<file path="src/rtl/rng_regs_pkg.sv">
package rng_regs_pkg;
  localparam int DW = 32;
  localparam logic [31:0] HT_KEY = 32'h1759_0ABC;

  localparam int OFS_CTRL = 'h00;
  localparam int OFS_STAT = 'h04;
  localparam int OFS_DATA = 'h08;
  localparam int OFS_HT   = 'h10;

  localparam int CA_W = 6;
  localparam int CB_W = 3;
  localparam int CC_W = 4;
  localparam int DV_W = 4;

  localparam int B_EN   = 0;
  localparam int B_IE   = 1;
  localparam int B_CDO  = 2;
  localparam int B_CUST = 3;
  localparam int B_CRST = 4;
  localparam int B_CA   = 5;
  localparam int B_CB   = B_CA + CA_W;
  localparam int B_CC   = B_CB + CB_W;
  localparam int B_DV   = B_CC + CC_W;
  localparam int B_LOCK = 31;

  localparam int S_RDY = 0;
  localparam int S_CLK = 1;
  localparam int S_SEED = 2;
  localparam int S_CLKS = 5;
  localparam int S_SEEDS = 6;

  typedef struct packed {
    logic            lock;
    logic [DV_W-1:0] div;
    logic [CC_W-1:0] cc;
    logic [CB_W-1:0] cb;
    logic [CA_W-1:0] ca;
    logic            crst;
    logic            cust;
    logic            cdo;
    logic            ie;
    logic            en;
  } ctrl_t;

  function automatic logic [DW-1:0] pack_ctrl(input ctrl_t c);
    logic [DW-1:0] v;
    v = '0;
    v[B_EN]   = c.en;
    v[B_IE]   = c.ie;
    v[B_CDO]  = c.cdo;
    v[B_CUST] = c.cust;
    v[B_CRST] = c.crst;
    v[B_CA +: CA_W] = c.ca;
    v[B_CB +: CB_W] = c.cb;
    v[B_CC +: CC_W] = c.cc;
    v[B_DV +: DV_W] = c.div;
    v[B_LOCK] = c.lock;
    return v;
  endfunction
endpackage

</file>
<file path="src/rtl/rng_ctrl_reg.sv">
module rng_ctrl_reg
  import rng_regs_pkg::*;
(
  input  logic          clk,
  input  logic          rst,
  input  logic          wr,
  input  logic [DW-1:0] wdata,
  output ctrl_t         ctrl
);
  always_ff @(posedge clk) begin
    if (rst) begin
      ctrl <= '0;
    end else if (wr) begin
      ctrl.en   <= wdata[B_EN];
      ctrl.ie   <= wdata[B_IE];
      ctrl.crst <= wdata[B_CRST];
      if (wdata[B_LOCK]) ctrl.lock <= 1'b1;
      if (!ctrl.lock) begin
        ctrl.cdo  <= wdata[B_CDO];
        ctrl.cust <= wdata[B_CUST];
        ctrl.ca   <= wdata[B_CA +: CA_W];
        ctrl.cb   <= wdata[B_CB +: CB_W];
        ctrl.cc   <= wdata[B_CC +: CC_W];
        ctrl.div  <= wdata[B_DV +: DV_W];
      end
    end
  end
endmodule

</file>
<file path="src/rtl/rng_data_hold.sv">
module rng_data_hold
  import rng_regs_pkg::*;
(
  input  logic          clk,
  input  logic          rst,
  input  logic          enable,
  input  logic          flush,
  input  logic          take,
  input  logic          in_valid,
  input  logic [DW-1:0] in_word,
  output logic          ready,
  output logic [DW-1:0] word
);
  always_ff @(posedge clk) begin
    if (rst || flush) begin
      ready <= 1'b0;
      word  <= '0;
    end else if (!ready && enable && in_valid) begin
      ready <= 1'b1;
      word  <= in_word;
    end else if (take) begin
      ready <= 1'b0;
    end
  end
endmodule

</file>
<file path="src/rtl/rng_status_flags.sv">
module rng_status_flags
  import rng_regs_pkg::*;
(
  input  logic          clk,
  input  logic          rst,
  input  logic          clk_err,
  input  logic          seed_err,
  input  logic          det_off,
  input  logic          wr,
  input  logic [DW-1:0] wdata,
  output logic          clk_now,
  output logic          seed_now,
  output logic          clk_sticky,
  output logic          seed_sticky
);
  logic clk_eff;
  assign clk_eff = clk_err & ~det_off;

  always_ff @(posedge clk) begin
    if (rst) begin
      clk_now     <= 1'b0;
      seed_now    <= 1'b0;
      clk_sticky  <= 1'b0;
      seed_sticky <= 1'b0;
    end else begin
      clk_now  <= clk_eff;
      seed_now <= seed_err;
      if (clk_eff) clk_sticky <= 1'b1;
      else if (wr && !wdata[S_CLKS]) clk_sticky <= 1'b0;
      if (seed_err) seed_sticky <= 1'b1;
      else if (wr && !wdata[S_SEEDS]) seed_sticky <= 1'b0;
    end
  end
endmodule

</file>
<file path="src/rtl/rng_health_reg.sv">
module rng_health_reg
  import rng_regs_pkg::*;
#(
  parameter logic [DW-1:0] RESET_VAL = 32'h0000_6A5C
) (
  input  logic          clk,
  input  logic          rst,
  input  logic          hit_wr,
  input  logic          hit_rd,
  input  logic          other_acc,
  input  logic [DW-1:0] wdata,
  output logic          armed,
  output logic [DW-1:0] cfg
);
  always_ff @(posedge clk) begin
    if (rst) begin
      armed <= 1'b0;
      cfg   <= RESET_VAL;
    end else if (hit_wr) begin
      if (armed) begin
        cfg   <= wdata;
        armed <= 1'b0;
      end else begin
        armed <= (wdata == HT_KEY);
      end
    end else if (hit_rd || other_acc) begin
      armed <= 1'b0;
    end
  end
endmodule

</file>
<file path="src/rtl/rng_regs.sv">
module rng_regs
  import rng_regs_pkg::*;
#(
  parameter int              ADDR_W  = 5,
  parameter logic [DW-1:0]   HT_RESET = 32'h0000_6A5C
) (
  input  logic              clk,
  input  logic              rst,
  input  logic              bus_wr,
  input  logic              bus_rd,
  input  logic [ADDR_W-1:0] bus_addr,
  input  logic [DW-1:0]     bus_wdata,
  output logic [DW-1:0]     bus_rdata,
  input  logic              ent_valid,
  input  logic [DW-1:0]     ent_word,
  input  logic              clk_err_in,
  input  logic              seed_err_in,
  output logic              gen_en,
  output logic              clkdet_off,
  output logic              custom_mode,
  output logic              cond_rst,
  output logic [CA_W-1:0]   cfg_a,
  output logic [CB_W-1:0]   cfg_b,
  output logic [CC_W-1:0]   cfg_c,
  output logic [DV_W-1:0]   div_code,
  output logic [DW-1:0]     health_cfg,
  output logic              irq
);
  localparam logic [ADDR_W-1:0] A_CTRL = ADDR_W'(OFS_CTRL);
  localparam logic [ADDR_W-1:0] A_STAT = ADDR_W'(OFS_STAT);
  localparam logic [ADDR_W-1:0] A_DATA = ADDR_W'(OFS_DATA);
  localparam logic [ADDR_W-1:0] A_HT   = ADDR_W'(OFS_HT);

  logic sel_ctrl, sel_stat, sel_data, sel_ht;
  assign sel_ctrl = (bus_addr == A_CTRL);
  assign sel_stat = (bus_addr == A_STAT);
  assign sel_data = (bus_addr == A_DATA);
  assign sel_ht   = (bus_addr == A_HT);

  ctrl_t ctrl;
  logic ready, clk_now, seed_now, clk_sticky, seed_sticky, ht_armed;
  logic [DW-1:0] word;

  rng_ctrl_reg u_ctrl (
    .clk(clk), .rst(rst), .wr(bus_wr && sel_ctrl), .wdata(bus_wdata), .ctrl(ctrl)
  );

  rng_data_hold u_hold (
    .clk(clk), .rst(rst), .enable(ctrl.en), .flush(ctrl.crst),
    .take(bus_rd && sel_data), .in_valid(ent_valid), .in_word(ent_word),
    .ready(ready), .word(word)
  );

  rng_status_flags u_stat (
    .clk(clk), .rst(rst), .clk_err(clk_err_in), .seed_err(seed_err_in),
    .det_off(ctrl.cdo), .wr(bus_wr && sel_stat), .wdata(bus_wdata),
    .clk_now(clk_now), .seed_now(seed_now),
    .clk_sticky(clk_sticky), .seed_sticky(seed_sticky)
  );

  rng_health_reg #(.RESET_VAL(HT_RESET)) u_ht (
    .clk(clk), .rst(rst),
    .hit_wr(bus_wr && sel_ht), .hit_rd(bus_rd && sel_ht),
    .other_acc((bus_wr || bus_rd) && !sel_ht),
    .wdata(bus_wdata), .armed(ht_armed), .cfg(health_cfg)
  );

  logic [DW-1:0] stat_word, rd_mux;
  always_comb begin
    stat_word = '0;
    stat_word[S_RDY]   = ready;
    stat_word[S_CLK]   = clk_now;
    stat_word[S_SEED]  = seed_now;
    stat_word[S_CLKS]  = clk_sticky;
    stat_word[S_SEEDS] = seed_sticky;
  end

  always_comb begin
    rd_mux = '0;
    if (sel_ctrl) rd_mux = pack_ctrl(ctrl);
    else if (sel_stat) rd_mux = stat_word;
    else if (sel_data) rd_mux = word;
    else if (sel_ht && ht_armed) rd_mux = health_cfg;
  end

  always_ff @(posedge clk) begin
    if (rst) begin
      bus_rdata <= '0;
      irq       <= 1'b0;
    end else begin
      if (bus_rd) bus_rdata <= rd_mux;
      irq <= ctrl.ie & (ready | clk_sticky | seed_sticky);
    end
  end

  assign gen_en      = ctrl.en;
  assign clkdet_off  = ctrl.cdo;
  assign custom_mode = ctrl.cust;
  assign cond_rst    = ctrl.crst;
  assign cfg_a       = ctrl.ca;
  assign cfg_b       = ctrl.cb;
  assign cfg_c       = ctrl.cc;
  assign div_code    = ctrl.div;
endmodule

</file>
<file path="config.mk">
export PLATFORM = sky130hd
export DESIGN_NAME = rng_regs
export DESIGN_NICKNAME = d
export VERILOG_FILES = /design/src/rtl/rng_regs_pkg.sv /design/src/rtl/rng_ctrl_reg.sv /design/src/rtl/rng_data_hold.sv /design/src/rtl/rng_status_flags.sv /design/src/rtl/rng_health_reg.sv /design/src/rtl/rng_regs.sv
export SDC_FILE = /design/constraint.sdc
export NUM_CORES = 1
export LEC_CHECK = 0
export ABC_AREA = 1
export CAP_MARGIN = 20
export CORE_UTILIZATION = 25
export DETAILED_ROUTE_END_ITERATION = 6
export SYNTH_ARGS = -nofsm -noshare
export SYNTH_HDL_FRONTEND = slang
export SYNTH_SLANG_ARGS = --single-unit
</file>
<file path="constraint.sdc">
create_clock -name clk -period 1.6 [get_ports clk]
set_input_delay 0.32 -clock clk [delete_from_list [all_inputs] [get_ports clk]]
set_output_delay 0.32 -clock clk [all_outputs]
set_load 0.005 [all_outputs]
</file>
* Word level (Yosys, flattened, before mapping)
Cells that the tools add are included.
** Word-level totals
- Bits in registers :: 126
- Word-level logic and storage cells :: 69
** Cells by class
- Equality and inequality tests :: 4
- Muxes and demuxes :: 13
- Bitwise operators :: 6
- Reductions and logical operators :: 26
** Operator list (count)
- 2-to-1 mux 32 bit :: 4
- == test 32 x 29 -> 1 bit (second input constant) :: 1
- logical AND 1 bit :: 11
- 2-to-1 mux 1 bit :: 9
- nonzero test 2 bit :: 4
- AND reduction 2 bit :: 3
- == test 5 x 3 -> 1 bit (second input constant) :: 1
- == test 5 x 4 -> 1 bit (second input constant) :: 1
- == test 5 bit (second input constant) :: 1
- zero test 5 bit :: 1
- zero test 1 bit :: 4
- logical OR 1 bit :: 3
- AND 1 bit :: 2
- inverter 1 bit :: 2
- bitwise OR 1 bit :: 2

* Longest topological paths before layout
Gate-level depths: netlist of run 1.
- Depth in word-level cells :: 6
- Depth in mapped cells :: 9
- Gate-level depth less buffers :: 8

* Hierarchy
A second synthesis of run 1 with hierarchy kept.
** Unflattened totals
- Cells, all modules :: 838
- Area, all modules :: 5908.2 um^2
** Modules (own cells, without submodules)
- rng_regs :: times used 1, cells an instance 298, area each 2074.5 um^2, sequential area each 660.6 um^2
- rng_data_hold :: times used 1, cells an instance 208, area each 1371.3 um^2, sequential area each 660.6 um^2
- rng_health_reg :: times used 1, cells an instance 170, area each 1355.0 um^2, sequential area each 660.6 um^2
- rng_ctrl_reg :: times used 1, cells an instance 140, area each 953.4 um^2, sequential area each 460.4 um^2
- rng_status_flags :: times used 1, cells an instance 22, area each 153.9 um^2, sequential area each 80.1 um^2

* Least setup slack after synthesis of run 1
OpenSTA, ideal clock, no wires.
- Path kind :: input to register
- Start :: in bus_addr[3]
- End :: reg u_ht.cfg[6]
- Setup time :: 135 ps
- Data arrival time :: 1264 ps
- Data required time :: 1465 ps
- Path slack :: 202 ps
- Stages :: 7
- Buffers on the path :: 1
- Path through :: nor2_4 -> nand3_2 -> nor3_4 -> inv_2 -> buf_2 -> nand2_1 -> o211ai_2
** On the way
- Longest elaborated chain between the ends :: 3
** RTL lines
- start, declared :: line rng_regs.sv:11 : input logic [ADDR_W-1:0] bus_addr,
- == test 5 bit :: line rng_regs.sv:38 : assign sel_ht = (bus_addr == A_HT);
- logical AND 1 bit :: line rng_regs.sv:63 : .hit_wr(bus_wr && sel_ht), .hit_rd(bus_rd && sel_ht),
- AND reduction 2 bit (no source line)
- end signal, assigned :: line rng_health_reg.sv:21 : cfg <= wdata;
- end, declared :: line rng_health_reg.sv:13 : output logic [DW-1:0] cfg
Every way passes these cells.
A chain may end at the register's enable or synchronous reset.

* Worst setup path after layout of run 1
- Start :: reg bus_rdata[14]
- End :: out bus_rdata[14]
** RTL lines
- start, declared :: line rng_regs.sv:13 : output logic [DW-1:0] bus_rdata,
- start signal, assigned :: line rng_regs.sv:91 : if (bus_rd) bus_rdata <= rd_mux;
No word-level cell between the ends.

==> impl_metrics.csv, run 1 <==
group,metric,value,unit
status,outcome,"completed",
synth,synth_top_family_by_area,"simple AND/OR/NAND/NOR gates",
critical_path,timing.rr.start,"u_ctrl.ctrl[22]",
synth,seq_area_frac_synth,45.70,%
critical_path,crit_fanout,2,
timing,final.min_clock_period,1.565,ns
critical_path,endpoint_kind,"output port",
cts,holdBufCountCts,0,
routing,via_per_inst,4.680,
cts,clkSinkCount,126,
floorplanning,die_w,150.6,um
critical_path,startpoint,"bus_rdata[14]",
cts,cts_tree,"built",
synth,synth_fa_ha_area_share,0,%
synth,synth_edf_count,0,
finish,antenna_cells,0,
routing,drtIter0Drc,475,
timing,finalMaxSlewViolations,0,
finish,fillerInstances,2213,
grt,overflow,0,
cts,cts_buffers,17,
cts,cts_root_buf,"clkbuf_16",
synth,synthTopCellsByArea,"dfxtp_1 46%, nand2_1 11%, nor2_1 10%, a21oi_1 6.7%, o21ai_0 6.1%",
floorplanning,core_area,0.02135,mm^2
timing,timing.final.ws_setup,0.03521,ns
hold_path,holdPathEnd,"bus_rdata[1]",
timing,worst_slew_pin_slew,0.5546,ns
hold_path,min_delay_path_depth,2,
synth,synth_area_leader_cell,"dfxtp_1",
critical_path,cp.required,1.28,ns
cts,clk_path_buf_depth,2,
timing,rsz0062_at_grt,"yes",
synth,synth.most_common_cell,"nand2_1",
critical_path,r2r_slack,0.27,ns
hold_path,hp-start,"bus_rdata[1]",
placement,portBuffers,161,
placement,hpwl,14.95,mm
critical_path,start_kind,"flip-flop",
synth,synthesis.nets,856,
synth,ys_seq_elements,126,
floorplanning,start_util,25.85,%
synth,synth_area,0.005519,mm^2
cts,path_clk_slew,0.05,ns
finish,drive_above_1_share,17.28,%
critical_path,cpPeakStageDelay,0.52,ns
grt,grt_pass1_wl,31.69,mm
floorplanning,io_pins,162,
grt,grt_pass1_vias,5621,
synth,yosysTopAreaCellShare,45.70,%
routing,ant_nets,0,
placement,place_ws,-0.3176,ns
routing,wl_per_cell,16.75,um
finish,fin_util,39.94,%
floorplanning,die_y,150.6,um
critical_path,path_cells,"clkdlybuf4s50_1",
hold_path,min_path_type,"reg2reg",
synth,synth_compound_area_share,14.58,%
critical_path,r2r_end,"bus_rdata[31]",
placement,place_congestion,0.8360,
grt,met2_usage,28.34,%
grt,grtUsageMet1,26.15,%
floorplanning,die-area,0.02267,mm^2
synth,yosys_warnings,0,
synth,synth-xor-area-share,0,%
critical_path,ff2ff_path_depth,5,
critical_path,path_buf_inv,1,
timing,timing.hold.ws,0.4645,ns
synth,netlist_instances,780,
routing,dr.pass1.iters,5,
routing,vias,5836,
cts,worstSkewPairLatency,0.42,ns
grt,grt_max_degree,35,
run,drv_cap,0,
timing,fmax,639.1,MHz
synth,synth-main-ff-cell,"dfxtp_1",
synth,synthDistinctLibCells,26,
routing,post-route-drc-count,0,
floorplanning,rows,53,
cts,htree_levels,4,
critical_path,crit_family,"buffers and inverters",
grt,use_met3,5.030,%
finish,nNetsFinal,1036,
timing,finalHoldViolCount,0,
finish,area_growth,54.52,%
critical_path,arrival,1.24,ns
grt,track_usage,18.75,%
grt,antenna_found_initial,2,
synth,synthMuxAreaShare,0,%
critical_path,critPathKind,"reg2out",
synth,ys_top_cells_by_count,"159 x nand2_1, 147 x nor2_1, 126 x dfxtp_1",
synth,synthSimpleGateAreaFrac,30.13,%
synth,async_flop_share,0,%
critical_path,cp_slowest_cell,"clkdlybuf4s50_1",
pwr,leakage,0.004223,uW
timing,clock_skew,0.008801,ns
grt,grt_busiest_layer,"met2",
routing,drt_wl_total,20.89,mm
timing,finalSetupTns,0,ns
timing,period_share,97.80,%
pwr,p_per_area,866.7,mW/mm^2
pwr,ir_drop,0.0006403,V
timing,slew_headroom,62.98,%
timing,setup_viol,0,
synth,post_synth.cell_area_avg,7.076,um^2
[cell families (layout without fill, tap and decap cells)]
kind of cell / Yosys count / count (layout)
flops: 126 / 126
compound gates: 158 / 158
simple gates: 387 / 389
buf+inv: 109 / 299
[flip-flops by register name, indices dropped and copies added, names as in the netlist]
signal              flops
u_hold.ready            1
u_ht.armed              1
u_stat.seed_sticky      1
u_stat.seed_now         1
bus_rdata              32
u_stat.clk_now          1
u_stat.clk_sticky       1
u_ctrl.ctrl            23
irq                     1
u_ht.cfg               32
u_hold.word            32
[final cells by class]
| type | instances | area (um^2) | area share [%] |
|---|---|---|---|
| Clock buffer | 20 | 446.7 | 5.238 |
| Inverter | 39 | 148.9 | 1.746 |
| Sequential cell | 126 | 2610 | 30.60 |
| Clock inverter | 11 | 95.09 | 1.115 |
| Multi-Input combinational cell | 547 | 2522 | 29.58 |
| Tap cell | 275 | 344.1 | 4.035 |
| Timing Repair Buffer | 229 | 2361 | 27.68 |
[where the power goes]
| group | total [uW] | internal (uW) | switching, uW |
|---|---|---|---|
| Sequential | 3170 | 3150 | 20.2 |
| Clock | 3570 | 2150 | 1420 |
| Combinational | 648 | 336 | 312 |
| Total | 7390 | 5640 | 1750 |
[layer usage]
metal / share of wire, % / vias to the layer above
li1: - / 2903
met1: 47 / 2699
met2: 44 / 215
met3: 8.0 / 15
met4: 0.69 / 4
met5: 0.12 / -
[metrics by stage]
stage               area [um^2]  std cells  total power, uW
global route               8528       1247             7668
CTS                        8394       1245             7457
global placement           7760       1205             3897
finish                     8528       1247             7391
floorplan                  5519        780             3451
detailed placement         7760       1205             3897
[worst max-delay path by stage]
| stage | depth (start not counted) | slack (ns) | endpoint |
|---|---|---|---|
| global route | 7 | -0.02 | u_ht.cfg[18] |
| global placement | 7 | -0.26 | u_stat.clk_sticky |
| finish | 1 | 0.04 | bus_rdata[14] |
| detailed placement | 9 | -0.32 | u_ctrl.ctrl[16] |
| floorplan | 7 | 0.20 | u_ht.cfg[6] |
| CTS | 1 | 0.0002 | bus_rdata[21] |
[placed cells by master (no fill, tap or decap), types with 19 or more instances in the layout]
cell             instances
buf_4                   50
nand2_1                159
nand4_1                 36
a21oi_1                 74
clkdlybuf4s50_1         80
inv_1                   34
dfxtp_2                 37
dlygate4sd2_1           48
dlymetal6s2s_1          33
dfxtp_1                 78
nor2_1                 144
nor3_1                  19
o21ai_0                 67
[timing repair]
action	in CTS	in global routing
setup endpoints to repair	67	43
gates cloned	0	2
endpoints found under the hold margin	0	0
pin swaps	0	2
setup buffers	9	0
resized for setup	105	41
[tightest hold or removal path: cells and delay by family, from the launching register on]
kind	cells	cell delay (ns)
simple gates	1	0.06
compound gates	1	0.05
flops	1	0.31
Power figures use the tool's default switching activity.
==> run 2: changes to the inputs <==
--- a/config.mk
+++ b/config.mk
@@ -8,6 +8,8 @@
 export ABC_AREA = 1
 export CAP_MARGIN = 20
 export CORE_UTILIZATION = 25
+export CTS_BUF_LIST = sky130_fd_sc_hd__clkbuf_16
+export CTS_CLUSTER_SIZE = 20
 export DETAILED_ROUTE_END_ITERATION = 6
 export SYNTH_ARGS = -nofsm -noshare
 export SYNTH_HDL_FRONTEND = slang
==> constraint.sdc (replaced) <==
create_clock -name clk -period 1.9 [get_ports clk]
set_input_delay 0.38 -clock clk [delete_from_list [all_inputs] [get_ports clk]]
set_output_delay 0.38 -clock clk [all_outputs]
set_load 0.005 [all_outputs]
==> run 2 against run 1 <==
Net effect:
- sequential share of layout area rose by 0.15 points
- final cell count fell by 2.2%
- highest routed layer unchanged
- global-route usage fell by 0.43 points
- largest cell class unchanged
==> impl_metrics.csv, run 2 (synthesis gave the netlist of run 1 again) <==
group,metric,value,unit
grt,grt_pass1_wl,30.86,mm
finish,drive_above_1_share,9.216,%
cts,htree_levels,4,
routing,top_layer,"met5",
critical_path,crit_family,"buffers and inverters",
finish,fillerInstances,2218,
status,outcome,"completed",
timing,slew_headroom,64.53,%
pwr,p_per_area,818.2,mW/mm^2
finish,reg.largest.list,"bus_rdata x32, u_hold.word x32, u_ht.cfg x32",
timing,final.min_clock_period,1.831,ns
cts,clkSinkCount,126,
timing,clock_skew,0.008034,ns
floorplanning,core_area,0.02135,mm^2
critical_path,path_cells,"clkdlybuf4s50_1",
finish,antenna_cells,0,
timing,setup_viol,0,
routing,vias,5613,
timing,timing.hold.ws,0.4590,ns
routing,post-route-drc-count,0,
timing,finalSetupTns,0,ns
critical_path,cp_slowest_cell,"clkdlybuf4s50_1",
timing,period_share,96.36,%
routing,via_per_inst,4.605,
cts,cts_buffers,17,
critical_path,start_kind,"flip-flop",
run,drv_cap,0,
cts,cts_root_buf,"clkbuf_16",
cts,cts_tree,"built",
hold_path,min_path_type,"reg2reg",
pwr,leakage,0.003336,uW
floorplanning,die-area,0.02267,mm^2
floorplanning,start_util,25.85,%
finish,ff_latch_area,0.002522,mm^2
critical_path,path_buf_inv,1,
routing,wl_met3,1.483,mm
routing,drt_wl_total,19.86,mm
cts,clk_path_buf_depth,2,
finish,area_growth,48.63,%
timing,finalMaxSlewViolations,0,
floorplanning,die_w,150.6,um
placement,hpwl,14.51,mm
placement,place_congestion,0.8256,
cts,cts_resized,0,
routing,wl_met1,9.359,mm
floorplanning,io_pins,162,
timing,worst_slew_pin_slew,0.5313,ns
grt,grt_max_degree,50,
timing,finalHoldViolCount,0,
pwr,ir_drop,0.0005814,V
grt,grt_pass1_vias,5453,
floorplanning,rows,53,
cts,worstSkewPairLatency,0.42,ns
finish,nNetsFinal,1007,
routing,wl_per_cell,16.29,um
finish,final_cell_mix,"161 x clkdlybuf4s50_1, 159 x nand2_1, 144 x nor2_1",
cts,path_clk_slew,0.06,ns
timing,fmax,546.2,MHz
placement,place_area,0.007575,mm^2
finish,multi_input_area,0.002480,mm^2
grt,overflow,0,
finish,final_area,0.008203,mm^2
critical_path,cp.required,1.52,ns
cts,holdBufCountCts,0,
routing,wl_met2,8.713,mm
timing,timing.final.ws_setup,0.06923,ns
placement,portBuffers,161,
floorplanning,die_y,150.6,um
critical_path,crit_fanout,4,
critical_path,endpoint_kind,"output port",
critical_path,critPathKind,"reg2out",
routing,dr.pass1.iters,5,
critical_path,cpPeakStageDelay,0.56,ns
timing,rsz0062_at_grt,"no",
finish,layout_commonest_cell,"clkdlybuf4s50_1",
placement,place_ws,-0.05609,ns
grt,track_usage,18.32,%
routing,ant_nets,0,
cts,cts_setup_buffers,0,
grt,antenna_found_initial,1,
critical_path,arrival,1.45,ns
routing,drtIter0Drc,286,
[run 2: cell types whose count changed in the layout (fill, tap and decap cells not counted), moves of 4 or more]
cell,before,now
nor3_1,19,23
nor3_2,4,0
dlymetal6s2s_1,33,0
bufinv_16,1,5
dfxtp_1,78,126
dfxtp_2,37,0
clkdlybuf4s50_1,80,161
buf_4,50,28
dlygate4sd2_1,48,0
dfxtp_4,11,0
buf_12,17,13
[run 2: final cells by class]
class                           count  area share [%]
Timing Repair Buffer              202           25.38
Multi-Input combinational cell    545           30.23
Clock inverter                     15           2.471
Sequential cell                   126           30.75
Inverter                           39           1.785
Tap cell                          275           4.195
Clock buffer                       17           5.186
[run 2: path summary, 6_finish.rpt]
path | start | endpoint | slack (ns) | cells past startpoint
setup / recovery | u_ctrl.ctrl[4] | cond_rst | 0.07 | 1
hold reg to reg | u_hold.word[3] | u_hold.word[3] | 0.46 | 2
setup reg to reg | u_ctrl.ctrl[0] | u_hold.word[4] | 0.60 | 6
hold / removal | u_hold.word[3] | u_hold.word[3] | 0.46 | 2
[run 2: power by group]
part | total, uW | internal, uW | switching, uW | leakage [uW]
Sequential | 2680 | 2670 | 17.8 | 0.00102
Combinational | 503 | 257 | 246 | 0.00200
Clock | 3520 | 2300 | 1230 | 0.000316
[run 2: metal layers]
| metal | global-route usage, % | up-vias |
|---|---|---|
| met2 | 27.83 | 193 |
| met4 | 5.900 | 2 |
| met5 | 0 | - |
| li1 | - | 2848 |
| met1 | 25.08 | 2546 |
| met3 | 4.758 | 24 |
[run 2: through the flow]
| stage | util, % | instances | power (uW) |
|---|---|---|---|
| 3_5_place_dp | 35.47 | 1187 | 3244 |
| 5_1_grt | 38.42 | 1219 | 6906 |
| 2_1_floorplan | - | 780 | 2906 |
| 3_3_place_gp | 35.47 | 1187 | 3244 |
| 4_1_cts | 38.42 | 1219 | 6746 |
| 6_report | 38.42 | 1219 | 6712 |
